$ cat config.mk
export PLATFORM = sky130hd
export DESIGN_NAME = chase_prefetcher
export DESIGN_NICKNAME = d
export VERILOG_FILES = /design/src/rtl/pfc_pkg.sv /design/src/rtl/pfc_buffer.sv /design/src/rtl/pfc_queue.sv /design/src/rtl/pfc_ptr_pick.sv /design/src/rtl/chase_prefetcher.sv
export SDC_FILE = /design/constraint.sdc
export NUM_CORES = 1
export LEC_CHECK = 0
export BUFFER_PORTS_ARGS = -buffer_cell sky130_fd_sc_hd__buf_2
export CAP_MARGIN = 15
export CELL_PAD_IN_SITES_DETAIL_PLACEMENT = 1
export CELL_PAD_IN_SITES_GLOBAL_PLACEMENT = 2
export CORE_MARGIN = 2
export CORE_UTILIZATION = 44
export CTS_BUF_LIST = sky130_fd_sc_hd__clkbuf_8 sky130_fd_sc_hd__clkbuf_16
export CTS_CLUSTER_DIAMETER = 50
export DETAILED_ROUTE_END_ITERATION = 8
export GPL_TIMING_DRIVEN = 0
export PLACE_DENSITY = 0.82
export SLEW_MARGIN = 10
export SYNTH_ARGS = -nofsm -noshare
export SYNTH_HDL_FRONTEND = slang
export SYNTH_HIERARCHICAL = 1
export SYNTH_SLANG_ARGS = --single-unit
$ cat constraint.sdc
create_clock -name clk_i -period 7.1 [get_ports clk_i]
set_input_delay 1.42 -clock clk_i [delete_from_list [all_inputs] [get_ports clk_i]]
set_output_delay 1.42 -clock clk_i [all_outputs]
set_load 0.03 [all_outputs]
$ cat src/rtl/pfc_pkg.sv
`timescale 1ns/1ps
package pfc_pkg;
  typedef enum logic [2:0] {
    ST_IDLE,
    ST_LOOKUP,
    ST_MEM_WAIT,
    ST_RESPOND,
    ST_ISSUE_PF
  } pfc_state_e;
endpackage

$ cat src/rtl/pfc_buffer.sv
`timescale 1ns/1ps
module pfc_buffer #(
  parameter int DW      = 32,
  parameter int ENTRIES = 4,
  parameter int LW      = 128
) (
  input  logic          clk_i,
  input  logic          rst_ni,
  input  logic [DW-1:0] rd_addr_i,
  output logic          rd_hit_o,
  output logic [LW-1:0] rd_data_o,
  input  logic [DW-1:0] probe_addr_i,
  output logic          probe_hit_o,
  input  logic          wr_en_i,
  input  logic [DW-1:0] wr_addr_i,
  input  logic [LW-1:0] wr_data_i
);
  localparam int IW = $clog2(ENTRIES);
  localparam int TW = DW - IW;

  logic [ENTRIES-1:0] vld_q;
  logic [TW-1:0]      tag_q [ENTRIES];
  logic [LW-1:0]      dat_q [ENTRIES];

  for (genvar g = 0; g < ENTRIES; g++) begin : g_slot
    logic sel;
    assign sel = wr_en_i && (wr_addr_i[IW-1:0] == IW'(g));

    always_ff @(posedge clk_i or negedge rst_ni) begin
      if (!rst_ni) begin
        vld_q[g] <= 1'b0;
        tag_q[g] <= '0;
      end else if (sel) begin
        vld_q[g] <= 1'b1;
        tag_q[g] <= wr_addr_i[DW-1:IW];
      end
    end

    always_ff @(posedge clk_i) begin
      if (sel) dat_q[g] <= wr_data_i;
    end
  end

  logic [IW-1:0] rd_idx, pr_idx;
  assign rd_idx      = rd_addr_i[IW-1:0];
  assign pr_idx      = probe_addr_i[IW-1:0];
  assign rd_hit_o    = vld_q[rd_idx] && (tag_q[rd_idx] == rd_addr_i[DW-1:IW]);
  assign rd_data_o   = dat_q[rd_idx];
  assign probe_hit_o = vld_q[pr_idx] && (tag_q[pr_idx] == probe_addr_i[DW-1:IW]);
endmodule

$ cat src/rtl/pfc_queue.sv
`timescale 1ns/1ps
module pfc_queue #(
  parameter int DW    = 32,
  parameter int DEPTH = 4
) (
  input  logic          clk_i,
  input  logic          rst_ni,
  input  logic          push_i,
  input  logic [DW-1:0] push_addr_i,
  input  logic          pop_i,
  output logic [DW-1:0] head_o,
  output logic          empty_o,
  input  logic [DW-1:0] probe_addr_i,
  output logic          probe_has_o
);
  localparam int PW = $clog2(DEPTH);
  localparam int CW = PW + 1;

  logic [DW-1:0] mem_q [DEPTH];
  logic [PW-1:0] rd_q, wr_q;
  logic [CW-1:0] cnt_q;
  logic          full, do_push, do_pop;

  assign empty_o = (cnt_q == '0);
  assign full    = (cnt_q == CW'(DEPTH));
  assign do_push = push_i && !full;
  assign do_pop  = pop_i && !empty_o;
  assign head_o  = mem_q[rd_q];

  always_ff @(posedge clk_i or negedge rst_ni) begin
    if (!rst_ni) begin
      rd_q  <= '0;
      wr_q  <= '0;
      cnt_q <= '0;
    end else begin
      if (do_push) wr_q <= wr_q + 1'b1;
      if (do_pop)  rd_q <= rd_q + 1'b1;
      if (do_push && !do_pop)      cnt_q <= cnt_q + 1'b1;
      else if (do_pop && !do_push) cnt_q <= cnt_q - 1'b1;
    end
  end

  always_ff @(posedge clk_i) begin
    if (do_push) mem_q[wr_q] <= push_addr_i;
  end

  logic [DEPTH-1:0] match;
  for (genvar g = 0; g < DEPTH; g++) begin : g_cmp
    logic [PW-1:0] age;
    assign age      = PW'(g) - rd_q;
    assign match[g] = (CW'(age) < cnt_q) && (mem_q[g] == probe_addr_i);
  end
  assign probe_has_o = |match;
endmodule

$ cat src/rtl/pfc_ptr_pick.sv
`timescale 1ns/1ps
module pfc_ptr_pick #(
  parameter int DW = 32,
  parameter int NW = 4,
  parameter int OW = $clog2(NW)
) (
  input  logic [NW*DW-1:0] line_i,
  input  logic [OW-1:0]    off_i,
  output logic [DW-1:0]    ptr_o
);
  always_comb begin
    ptr_o = '0;
    for (int k = 0; k < NW; k++) begin
      if (off_i == OW'(k)) ptr_o = line_i[k*DW +: DW];
    end
  end
endmodule

$ cat src/rtl/chase_prefetcher.sv
`timescale 1ns/1ps
module chase_prefetcher
  import pfc_pkg::*;
#(
  parameter int DW         = 32,
  parameter int NODE_WORDS = 4,
  parameter int ENTRIES    = 4,
  parameter int QDEPTH     = 4,
  localparam int LW        = NODE_WORDS * DW,
  localparam int OW        = $clog2(NODE_WORDS)
) (
  input  logic          clk_i,
  input  logic          rst_ni,
  input  logic          req_valid_i,
  output logic          req_ready_o,
  input  logic [DW-1:0] req_addr_i,
  input  logic          req_chase_i,
  output logic          rsp_valid_o,
  output logic [LW-1:0] rsp_data_o,
  input  logic [OW-1:0] ptr_off_i,
  output logic          mem_req_valid_o,
  input  logic          mem_req_ready_i,
  output logic [DW-1:0] mem_req_addr_o,
  input  logic          mem_rsp_valid_i,
  input  logic [LW-1:0] mem_rsp_data_i
);
  pfc_state_e    state_q, state_d;
  logic [DW-1:0] req_addr_q;
  logic          req_chase_q;
  logic [LW-1:0] rsp_data_q;
  logic          sent_q;

  logic          buf_hit, buf_probe_hit, buf_wr;
  logic [LW-1:0] buf_data;
  logic [DW-1:0] next_ptr, q_head;
  logic          q_empty, q_has, q_push;
  logic          mem_done;

  pfc_buffer #(.DW(DW), .ENTRIES(ENTRIES), .LW(LW)) u_buf (
    .clk_i, .rst_ni,
    .rd_addr_i   (req_addr_q),
    .rd_hit_o    (buf_hit),
    .rd_data_o   (buf_data),
    .probe_addr_i(next_ptr),
    .probe_hit_o (buf_probe_hit),
    .wr_en_i     (buf_wr),
    .wr_addr_i   (q_head),
    .wr_data_i   (mem_rsp_data_i)
  );

  pfc_queue #(.DW(DW), .DEPTH(QDEPTH)) u_queue (
    .clk_i, .rst_ni,
    .push_i      (q_push),
    .push_addr_i (next_ptr),
    .pop_i       (buf_wr),
    .head_o      (q_head),
    .empty_o     (q_empty),
    .probe_addr_i(next_ptr),
    .probe_has_o (q_has)
  );

  pfc_ptr_pick #(.DW(DW), .NW(NODE_WORDS)) u_pick (
    .line_i(rsp_data_q),
    .off_i (ptr_off_i),
    .ptr_o (next_ptr)
  );

  assign mem_done = sent_q && mem_rsp_valid_i;
  assign buf_wr   = (state_q == ST_ISSUE_PF) && mem_done;
  // drop null, already buffered and already queued pointers
  assign q_push   = (state_q == ST_RESPOND) && req_chase_q && (next_ptr != '0)
                    && !buf_probe_hit && !q_has;

  assign req_ready_o     = (state_q == ST_IDLE);
  assign rsp_valid_o     = (state_q == ST_RESPOND);
  assign rsp_data_o      = rsp_data_q;
  assign mem_req_valid_o = (state_q inside {ST_MEM_WAIT, ST_ISSUE_PF}) && !sent_q;
  assign mem_req_addr_o  = (state_q == ST_ISSUE_PF) ? q_head : req_addr_q;

  always_comb begin
    state_d = state_q;
    unique case (state_q)
      ST_IDLE: begin
        if (req_valid_i)   state_d = ST_LOOKUP;
        else if (!q_empty) state_d = ST_ISSUE_PF;
      end
      ST_LOOKUP:   state_d = (req_chase_q && buf_hit) ? ST_RESPOND : ST_MEM_WAIT;
      ST_MEM_WAIT: if (mem_done) state_d = ST_RESPOND;
      ST_RESPOND:  state_d = ST_IDLE;
      ST_ISSUE_PF: if (mem_done) state_d = ST_IDLE;
      default:     state_d = ST_IDLE;
    endcase
  end

  always_ff @(posedge clk_i or negedge rst_ni) begin
    if (!rst_ni) begin
      state_q     <= ST_IDLE;
      req_addr_q  <= '0;
      req_chase_q <= 1'b0;
      rsp_data_q  <= '0;
      sent_q      <= 1'b0;
    end else begin
      state_q <= state_d;
      if (state_q == ST_IDLE && req_valid_i) begin
        req_addr_q  <= req_addr_i;
        req_chase_q <= req_chase_i;
      end
      if (state_q == ST_LOOKUP && req_chase_q && buf_hit) rsp_data_q <= buf_data;
      if (state_q == ST_MEM_WAIT && mem_done)             rsp_data_q <= mem_rsp_data_i;
      if (state_q inside {ST_IDLE, ST_LOOKUP})            sent_q <= 1'b0;
      else if (mem_req_valid_o && mem_req_ready_i)        sent_q <= 1'b1;
    end
  end
endmodule

# == Word level (Yosys, flattened, before mapping) ==
# Memory sizes are Yosys's and may differ from the RTL's.
# Index checks and enable logic that the tools add are counted.
# op_classes
n_reduce_logical,49
n_eq_ne,20
mux,46
n_lt_le_gt_ge,8
n_addsub,8
bitwise_logic,2
# op_table
operator,n
128-bit two-way mux,5
128-bit OR reduction,3
32-bit two-way mux,5
32-bit == test,4
30-bit binary-select mux with 2-bit select,2
30-bit two-way mux,4
30-bit == test,2
32-bit nonzero test,1
1-bit logical AND,27
1-bit two-way mux,18
3-bit two-way mux,6
2-bit by 3-bit < comparator with 1-bit output,4
3-bit case mux with 4 select lines,1
2-bit nonzero test,5
"2-bit == test, second input constant",4
1-bit zero test,7
"3-bit by 2-bit == test with 1-bit output, second input constant",2
"3-bit == test, second input constant",2
"3-bit >= comparator, second input constant",2
3-bit zero test,2
"2-bit by 3-bit < comparator with 1-bit output, second input constant",2
2-bit two-way mux,3
2-bit inverter with 3-bit output,2
"2-bit by 1-bit adder with 2-bit output, second input constant",2
other kinds (12),18
# totals
in_bits,168
n_memories,2
out_inout_bits,163
regBits,296
ramBits,640
# memory_table
memory,depth,word_bits,rd,rd_ports_with_merged_regs,write_ports,line,rtl
u_buf.dat_q,4,128,1,0,1,pfc_buffer.sv:23,logic [LW-1:0] dat_q [ENTRIES];
u_queue.mem_q,4,32,5,0,1,pfc_queue.sv:19,logic [DW-1:0] mem_q [DEPTH];

# == Longest topological paths before layout ==
# Gate-level depths: netlist of the first run.
# depth
word_depth,19
depth_mapped,20
depth_no_buf,16

# == By module ==
# The synthesis of the first run kept the hierarchy.
# modules_own_cells
mod,cells_each,area_per_inst_um2,instances
pfc_buffer,1275,25369.3,1
chase_prefetcher,889,8398.1,1
pfc_queue,392,6523.8,1
pfc_ptr_pick,39,814.5,1

# == Worst setup path before layout of the first run ==
# No wires, ideal clock.
# synth_path
kind,input-to-reg
start,input port mem_rsp_valid_i
end,register u_buf/tag_q[117] in the netlist's numbering
setup_ns,0.084
path_buffers,1
stages,4
t_arrival_ns,6.469
setup_slack_ns,0.547
path_cell_list,and3_1 -> nor3b_1 -> clkbuf_1 -> mux2_2
# synth_via
elab_chain_len,3
# synth_rtl
item,line,rtl
from (decl),chase_prefetcher.sv:24,"input logic mem_rsp_valid_i,"
1-bit logical AND,chase_prefetcher.sv:68,assign mem_done = sent_q && mem_rsp_valid_i;
1-bit logical AND,chase_prefetcher.sv:69,assign buf_wr = (state_q == ST_ISSUE_PF) && mem_done;
1-bit logical AND,pfc_buffer.sv:27,assign sel = wr_en_i && (wr_addr_i[IW-1:0] == IW'(g));
net u_buf.g_slot[0].sel,pfc_buffer.sv:26,logic sel;
"to (signal, indexed assignment)",pfc_buffer.sv:35,tag_q[g] <= wr_addr_i[DW-1:IW];
to (decl),pfc_buffer.sv:22,logic [TW-1:0] tag_q [ENTRIES];
# The timed path passes the listed nets, and every way through them passes these cells.
# A chain may end at the register's enable or synchronous reset.

# == Worst setup path after layout of the first run ==
# layout_path
start,input port ptr_off_i[0]
end,register u_queue.cnt_q[2]
# layout_via
elab_chain_len,18
word_cells_on_any_way,37
# layout_rtl
item,line,rtl
from (decl),chase_prefetcher.sv:20,"input logic [OW-1:0] ptr_off_i,"
2-bit zero test,pfc_ptr_pick.sv:14,if (off_i == OW'(k)) ptr_o = line_i[k*DW +: DW];
32-bit two-way mux (3 in a row),pfc_ptr_pick.sv:14,
32-bit two-way mux (*),pfc_ptr_pick.sv:14,
net next_ptr[0],chase_prefetcher.sv:35,"logic [DW-1:0] next_ptr, q_head;"
2-bit inverter with 3-bit output (implied by the code),pfc_buffer.sv:49,assign probe_hit_o = vld_q[pr_idx] && (tag_q[pr_idx] == probe_addr_i[DW-1:IW]);
30-bit binary-select mux with 2-bit select,pfc_buffer.sv:49,
30-bit two-way mux (implied by the code) (2 in a row),pfc_buffer.sv:49,
30-bit == test,pfc_buffer.sv:49,
[... 1 more ...],-,
net buf_probe_hit,chase_prefetcher.sv:33,"logic buf_hit, buf_probe_hit, buf_wr;"
1-bit zero test (*),chase_prefetcher.sv:72,&& !buf_probe_hit && !q_has;
1-bit logical AND (*) (2 in a row),chase_prefetcher.sv:72,
net q_push,chase_prefetcher.sv:36,"logic q_empty, q_has, q_push;"
1-bit logical AND (*),pfc_queue.sv:26,assign do_push = push_i && !full;
net u_queue.do_push,pfc_queue.sv:22,"logic full, do_push, do_pop;"
1-bit zero test,pfc_queue.sv:39,else if (do_pop && !do_push) cnt_q <= cnt_q - 1'b1;
1-bit logical AND,pfc_queue.sv:39,
2-bit nonzero test (no line),-,
to (signal assigned),pfc_queue.sv:38,if (do_push && !do_pop) cnt_q <= cnt_q + 1'b1;
to (signal assigned),pfc_queue.sv:39,
to (decl),pfc_queue.sv:21,logic [CW-1:0] cnt_q;
# Mark *: on every way through the listed nets, which the timed path passes. The rest lies on a longest branch. The select of a mux whose other input is x is not followed.

==> results of run 1 <==
==> through the flow <==
stage	instances	TNS, ns	instance area (um^2)
global placement	4178	-1885.33	44320
floorplan	2595	0	41110
finish	4422	0	48700
CTS	4409	0	48660
detailed placement	4195	0	44790
global route	4417	0	48680
==> cells in the final DEF (no fill, tap or decap), drive strengths merged, types with 16 or more instances in the layout <==
| cell type | instances |
|---|---|
| a31oi | 129 |
| buf | 469 |
| clkbuf | 191 |
| clkinv | 31 |
| dfrtp | 296 |
| edfxtp | 640 |
| inv | 47 |
| mux2 | 129 |
| mux2i | 27 |
| mux4 | 238 |
| nand2 | 190 |
| nand3 | 132 |
| nand4 | 16 |
| nor3 | 135 |
| nor4 | 47 |
| o21ai | 134 |
| xnor2 | 52 |
| xor2 | 143 |
==> sequential cells by signal, summed over array words and instances (netlist names) <==
register,cells
req_addr_q,32
u_queue/mem_q,128
u_queue/wr_q,2
u_buf/tag_q,120
u_buf/dat_q,512
state_q,3
sent_q,1
rsp_data_o,128
u_queue/rd_q,2
u_buf/vld_q,4
req_chase_q,1
u_queue/cnt_q,3
==> worst min-delay path, cell delays in order (launching register included) <==
cell,delay (ns)
dfrtp_1,0.36
nand2_1,0.06
nand2_1,0.06
==> worst min path at each step <==
stage / slack (ns) / depth (start not counted) / start / to
after floorplan: 0.44 / 1 / u_buf/vld_q[3]$_DFFE_PN0P_ / u_buf/vld_q[3]$_DFFE_PN0P_
after global placement: 0.47 / 2 / u_buf/tag_q[56]$_DFFE_PN0P_ / u_buf/tag_q[56]$_DFFE_PN0P_
after detailed placement: 0.49 / 2 / u_buf/tag_q[47]$_DFFE_PN0P_ / u_buf/tag_q[47]$_DFFE_PN0P_
after CTS: 0.50 / 2 / u_buf/tag_q[47]$_DFFE_PN0P_ / u_buf/tag_q[47]$_DFFE_PN0P_
after global routing: 0.52 / 2 / u_buf/tag_q[47]$_DFFE_PN0P_ / u_buf/tag_q[47]$_DFFE_PN0P_
final: 0.50 / 2 / u_buf/tag_q[45]$_DFFE_PN0P_ / u_buf/tag_q[45]$_DFFE_PN0P_
==> area by class of cell <==
class	instances	area, um^2
Tap cell	1254	1569
Multi-Input combinational cell	1460	13450
Inverter	13	56.30
Buffer	186	1001
Antenna cell	13	32.53
Sequential cell	936	26630
Clock buffer	128	3045
Timing Repair Buffer	346	2087
Clock inverter	86	833.3
Fill cell	8953	44210
==> cell families after synthesis <==
family / after synthesis / synth area share
compound gates: 300 / 0.04283
xor+xnor: 195 / 0.04155
fa+ha+maj: 10 / 0.003227
buf+inv: 199 / 0.02526
flops: 936 / 0.6477
mux: 394 / 0.1731
simple gates: 561 / 0.06627
==> power by group through the flow <==
stage,registers [mW],logic (mW),clock network [mW]
detailed placement,8.01,7.71,0
floorplan,7.97,4.35,0
global route,7.96,8.19,6.23
CTS,7.92,7.77,6.03
global placement,7.97,7.53,0
finish,7.96,7.81,5.96
==> routing by layer <==
| layer | routed length, um | share of wire | vias to the layer above |
|---|---|---|---|
| li1 | - | - | 11140 |
| met1 | 54940 | 0.38 | 14500 |
| met2 | 69560 | 0.48 | 1447 |
| met3 | 13060 | 0.090 | 333 |
| met4 | 8297 | 0.057 | 14 |
| met5 | 92 | 0.00063 | - |
==> results.yml, run 1 <==
outcome:
  status: "finished, final reports clean"
pwr:
  p_seq_frac: 0.366
  p_sw_mw: 8.697
  fin_total_pwr_mw: 21.73
  vdd_drop_max_mv: 0.2718
  leakagePower_nw: 17.66
  swShare: 0.4003
  internal_power_mw: 13.03
  power_frac_comb: 0.359
  p_per_area_nw_per_um2: 446.2
  power_frac_clock: 0.274
synth:
  syn_inst: 2595
  syn_area_per_cell_um2: 15.84
  yosys_warnings: 6
  seq_area_frac_synth: 0.6477
  yosysTopAreaCell: "edfxtp_1"
  synth-edff-count: 640
  synthArstFlopShare: 0.3162
  syn_area_um2: 41110
  yosys_most_used_dff: "edfxtp_1"
  yosysMostFrequentCell: "edfxtp_1"
  yosys.area.top_type_share: 0.4675
  synth_common_cells: "640 x edfxtp_1, 296 x dfrtp_1, 229 x mux4_2"
  syn_nets: 2773
  ys_ff_latch: 936
  synth_cell_types: 57
  synth.top_cells.by_area: "edfxtp_1 47%, dfrtp_1 18%, mux4_2 13%"
cts:
  postCtsSetupRepairBufs: 0
  cts_hold_buf: 0
  cts.path.max_buffers: 3
  cts_root_buf: "clkbuf_16"
  cts_max_level: 3
  clk_latency_ns: 0.72
  clock-sinks: 936
  clk_pin_slew_ns: 0.06
  cts_buffers: 113
  cts_tree: "yes"
  cts.repair.resized: 0
critical_path:
  cpPeakStageDelay_ns: 0.96
  crit_family: "multiplexers"
  critical_path_required_ns: 7.71
  cp_max_fo: 13
  rr_startpoint: "rsp_data_o[32]$_DFFE_PN0P_"
  path_buf_inv: 3
  crit_top_cell: "xor2_1"
  crit_slowest_cell: "mux4_1"
  setup.worst_path.start_class: "primary input"
  crit_type: "primary input to flip-flop"
  rr_worst_depth: 16
  endpoint: "u_queue/cnt_q[2]$_DFFE_PN0P_"
  endpoint_kind: "flip-flop"
  cp_num_cells: 17
  reg2reg_to: "u_queue/cnt_q[2]$_DFFE_PN0P_"
  arrival_ns: 6.75
  crit_chain: "buf_6, mux4_1, buf_1, mux4_2, xor2_1, nor4_1, nand2_1, nor4_1, nor2_1, o2111a_1, a21boi_1, ha_1, inv_1, fa_1, xor2_1, nor2_1, xor2_1"
  ff2ff_setup_slack_ns: 1.22
  setup.worst_path.start: "ptr_off_i[0]"
timing:
  hold_viol: 0
  fin_hold_ws_ns: 0.5024
  worst_pin_slew_ns: 1.271
  final-max-slew-violation-count: 0
  relSlewSlack: 0.1528
  finalCriticalPeriod_ns: 6.148
  finalSetupViolCount: 0
  period_share: 0.8659
  finClkSkew_ns: 0.04600
  rsz0062_at_grt: "no"
  max_clock_freq_mhz: 162.7
  fin_ws_ns: 0.9523
die:
  pin_count: 331
  rows: 112
  die_area_um2: 95880
  dieHeight_um: 309.7
  initial_core_util: 0.4424
  core_area_um2: 92910
  die_w_um: 309.7
cells_and_area:
  num-nets-final: 3234
  area_growth_syn_to_layout_pct: 18.47
  final_core_util: 0.5241
  drive_gt1_frac: 0.3246
route:
  ant_nets: 0
  first_iter_violations: 2862
  drt-total-wl_um: 146000
  num_vias: 27430
  route.detailed.drc: 0
  wl_per_cell_um: 33.01
  dr.pass1.iters: 5
  vias_per_cell: 6.203
global_routing:
  grt_pass1_vias: 28610
  antenna_found_initial: 25
  gr-usage-met2: 0.4855
  grt_max_degree: 92
  grtUsageTotal: 0.3049
  grt_overflow: 0
  grt-busiest-layer: "met2"
  met1_usage: 0.3898
  grt_pass1_wl_um: 208100
  use_met3: 0.07296
placement:
  port_buffers: 329
  post-place-ws_ns: 0.4089
  place_congestion: 0.9190
  hpwl_um: 102600
hold_path:
  hp-class: "flip-flop to flip-flop"
run:
  cap_viol_max_count: 0
(Power assumes the default switching activity.)
==> run 2, diff against run 1 <==
BUFFER_PORTS_ARGS = not set   (was -buffer_cell sky130_fd_sc_hd__buf_2)
CORE_UTILIZATION = 47   (was 44)
DONT_BUFFER_PORTS = 1   (was not set)
PLACE_DENSITY = 0.83   (was 0.82)
SLEW_MARGIN = 20   (was 10)
==> run 2 against run 1 <==
Compared with the run above: cell count fell by 10%; fmax rose by 3.9%; cell area fell by 4.3%; sequential share of layout area rose by 2.5 points; die area fell by 6.3%; flip-flop and latch count did not move; via count fell by 6.2%; register-to-register slack improved by 0.09 ns; sequential power rose by 10%; non-clock buffer count fell by 331; critical path depth did not move; first-iteration DRC count fell by 12%; critical endpoint unchanged; largest cell class unchanged.
==> results.yml, run 2 (same netlist as run 1, synthesis figures left out) <==
timing:
  max_clock_freq_mhz: 169.1
  rsz0062_at_grt: "no"
  finalCriticalPeriod_ns: 5.915
  finalSetupViolCount: 0
  final-max-slew-violation-count: 0
  worst_pin_slew_ns: 1.117
  relSlewSlack: 0.2539
  finClkSkew_ns: 0.05007
  hold_viol: 0
  fin_hold_ws_ns: 0.4645
  period_share: 0.8331
die:
  die_w_um: 299.7
  dieHeight_um: 299.7
  rows: 108
  initial_core_util: 0.4738
  core_area_um2: 86750
  die_area_um2: 89840
  pin_count: 331
cts:
  cts.path.max_buffers: 3
  postCtsSetupRepairBufs: 0
  cts_max_level: 3
  cts_buffers: 106
  clk_latency_ns: 0.72
  clk_pin_slew_ns: 0.06
  clock-sinks: 936
  cts.repair.resized: 0
  cts_tree: "yes"
  cts_root_buf: "clkbuf_16"
  cts_hold_buf: 0
placement:
  hpwl_um: 99240
  place_congestion: 0.9471
  dpl-instance-area_um2: 42950
  port_buffers: 0
global_routing:
  grt_pass1_wl_um: 200800
  grtUsageTotal: 0.3130
  grt_pass1_vias: 27480
  antenna_found_initial: 13
  grt_overflow: 0
  grt_max_degree: 297
cells_and_area:
  finish.instance_area_um2: 46610
  layout_common_cells: "640 x edfxtp_1, 296 x dfrtp_1, 229 x mux4_2"
  largest_reg_flops: 512
  final_common_cell: "edfxtp_1"
  fillerInstances: 8134
  drive_gt1_frac: 0.2426
  regMostFlops: "u_buf/dat_q"
  num-nets-final: 2896
  area_growth_syn_to_layout_pct: 13.38
hold_path:
  hp-class: "primary input to async pin"
critical_path:
  critical_path_required_ns: 7.72
  cp_max_fo: 13
  endpoint_kind: "flip-flop"
  arrival_ns: 6.54
  setup.worst_path.start_class: "primary input"
  crit_type: "primary input to flip-flop"
  ff2ff_setup_slack_ns: 1.31
outcome:
  status: "finished, final reports clean"
route:
  dr.pass1.iters: 5
  first_iter_violations: 2517
  vias_per_cell: 6.481
  wl_per_cell_um: 35.13
  num_vias: 25740
  ant_nets: 0
  drt-total-wl_um: 139600
  route.detailed.drc: 0
pwr:
  p_per_area_nw_per_um2: 444.4
  vdd_drop_max_mv: 0.2596
  leakagePower_nw: 16.25
run:
  cap_viol_max_count: 0
-- run 2: cell types whose count changed in the layout (fill, tap and decap cells not counted), moves of 3 or more --
cell	delta
inv_6	-4
clkbuf_2	+3
diode_2	-7
clkbuf_16	-5
clkinv_16	+5
clkinv_1	+6
clkinvlp_4	+8
clkinv_2	-8
clkbuf_1	-3
bufinv_16	-5
clkbuf_8	-7
buf_2	-327
-- run 2: layer usage --
layer,vias to the layer above,global-route usage,wire length (um)
met3,353,0.1021,13850
li1,10450,-,-
met5,-,0,67
met4,12,0.1645,8424
met2,1259,0.5029,66760
met1,13670,0.3787,50450
-- run 2: final cells by class --
| class | count | area [um^2] | share of cell area |
|---|---|---|---|
| plain buffers | 186 | 1005 | 0.02156 |
| multi-input cells | 1460 | 13460 | 0.2888 |
| diodes | 6 | 15.01 | 0.0003221 |
| inverters | 13 | 56.30 | 0.001208 |
| clock buffers | 116 | 2824 | 0.06059 |
| flip-flops and latches | 936 | 26630 | 0.5713 |
| well taps | 1155 | 1445 | 0.03101 |
| clock inverters | 85 | 814.5 | 0.01748 |
| repair buffers | 15 | 360.3 | 0.007732 |
-- run 2: where the power goes --
part / internal, mW / switching, mW
logic: 2.41 / 3.93
clock network: 3.20 / 2.39
registers: 6.71 / 2.08
-- run 2: critical path: stages --
cell      delay, ns
buf_6          0.14
mux4_1         0.93
buf_1          0.72
mux4_2         0.64
xor2_1         0.24
nor4_1         0.08
nand2_1        0.08
nor4_1         0.05
nor2_1         0.25
o2111a_1       0.25
a21boi_1       0.57
ha_1           0.30
inv_1          0.06
fa_1           0.37
xor2_1         0.15
nor2_1         0.11
xor2_1         0.15
-- run 2: worst paths after layout --
check,startpoint,endpoint,cells past startpoint
worst max-delay path,ptr_off_i[0],u_queue/cnt_q[2]$_DFFE_PN0P_,17
max in group asynchronous,rst_ni,u_buf/tag_q[76]$_DFFE_PN0P_,0
worst max register to register,rsp_data_o[32]$_DFFE_PN0P_,u_queue/cnt_q[2]$_DFFE_PN0P_,16
worst min register to register,u_buf/tag_q[56]$_DFFE_PN0P_,u_buf/tag_q[56]$_DFFE_PN0P_,2
min in group clk_i,u_buf/tag_q[56]$_DFFE_PN0P_,u_buf/tag_q[56]$_DFFE_PN0P_,2
worst min-delay path,rst_ni,rsp_data_o[27]$_DFFE_PN0P_,0
-- run 2: metrics by stage --
step / instances / power (mW) / worst slack (ns) / TNS, ns / utilization
floorplan: 2595 / 12.32 / 0.5470 / 0 / -
global placement: 3750 / 14.87 / -3.830 / -1334.13 / 0.4905
detailed placement: 3765 / 15.08 / 0.5661 / 0 / 0.4951
CTS: 3966 / 20.68 / 1.316 / 0 / 0.5371
global route: 3966 / 21.32 / 1.080 / 0 / 0.5371
finish: 3972 / 20.71 / 1.185 / 0 / 0.5372
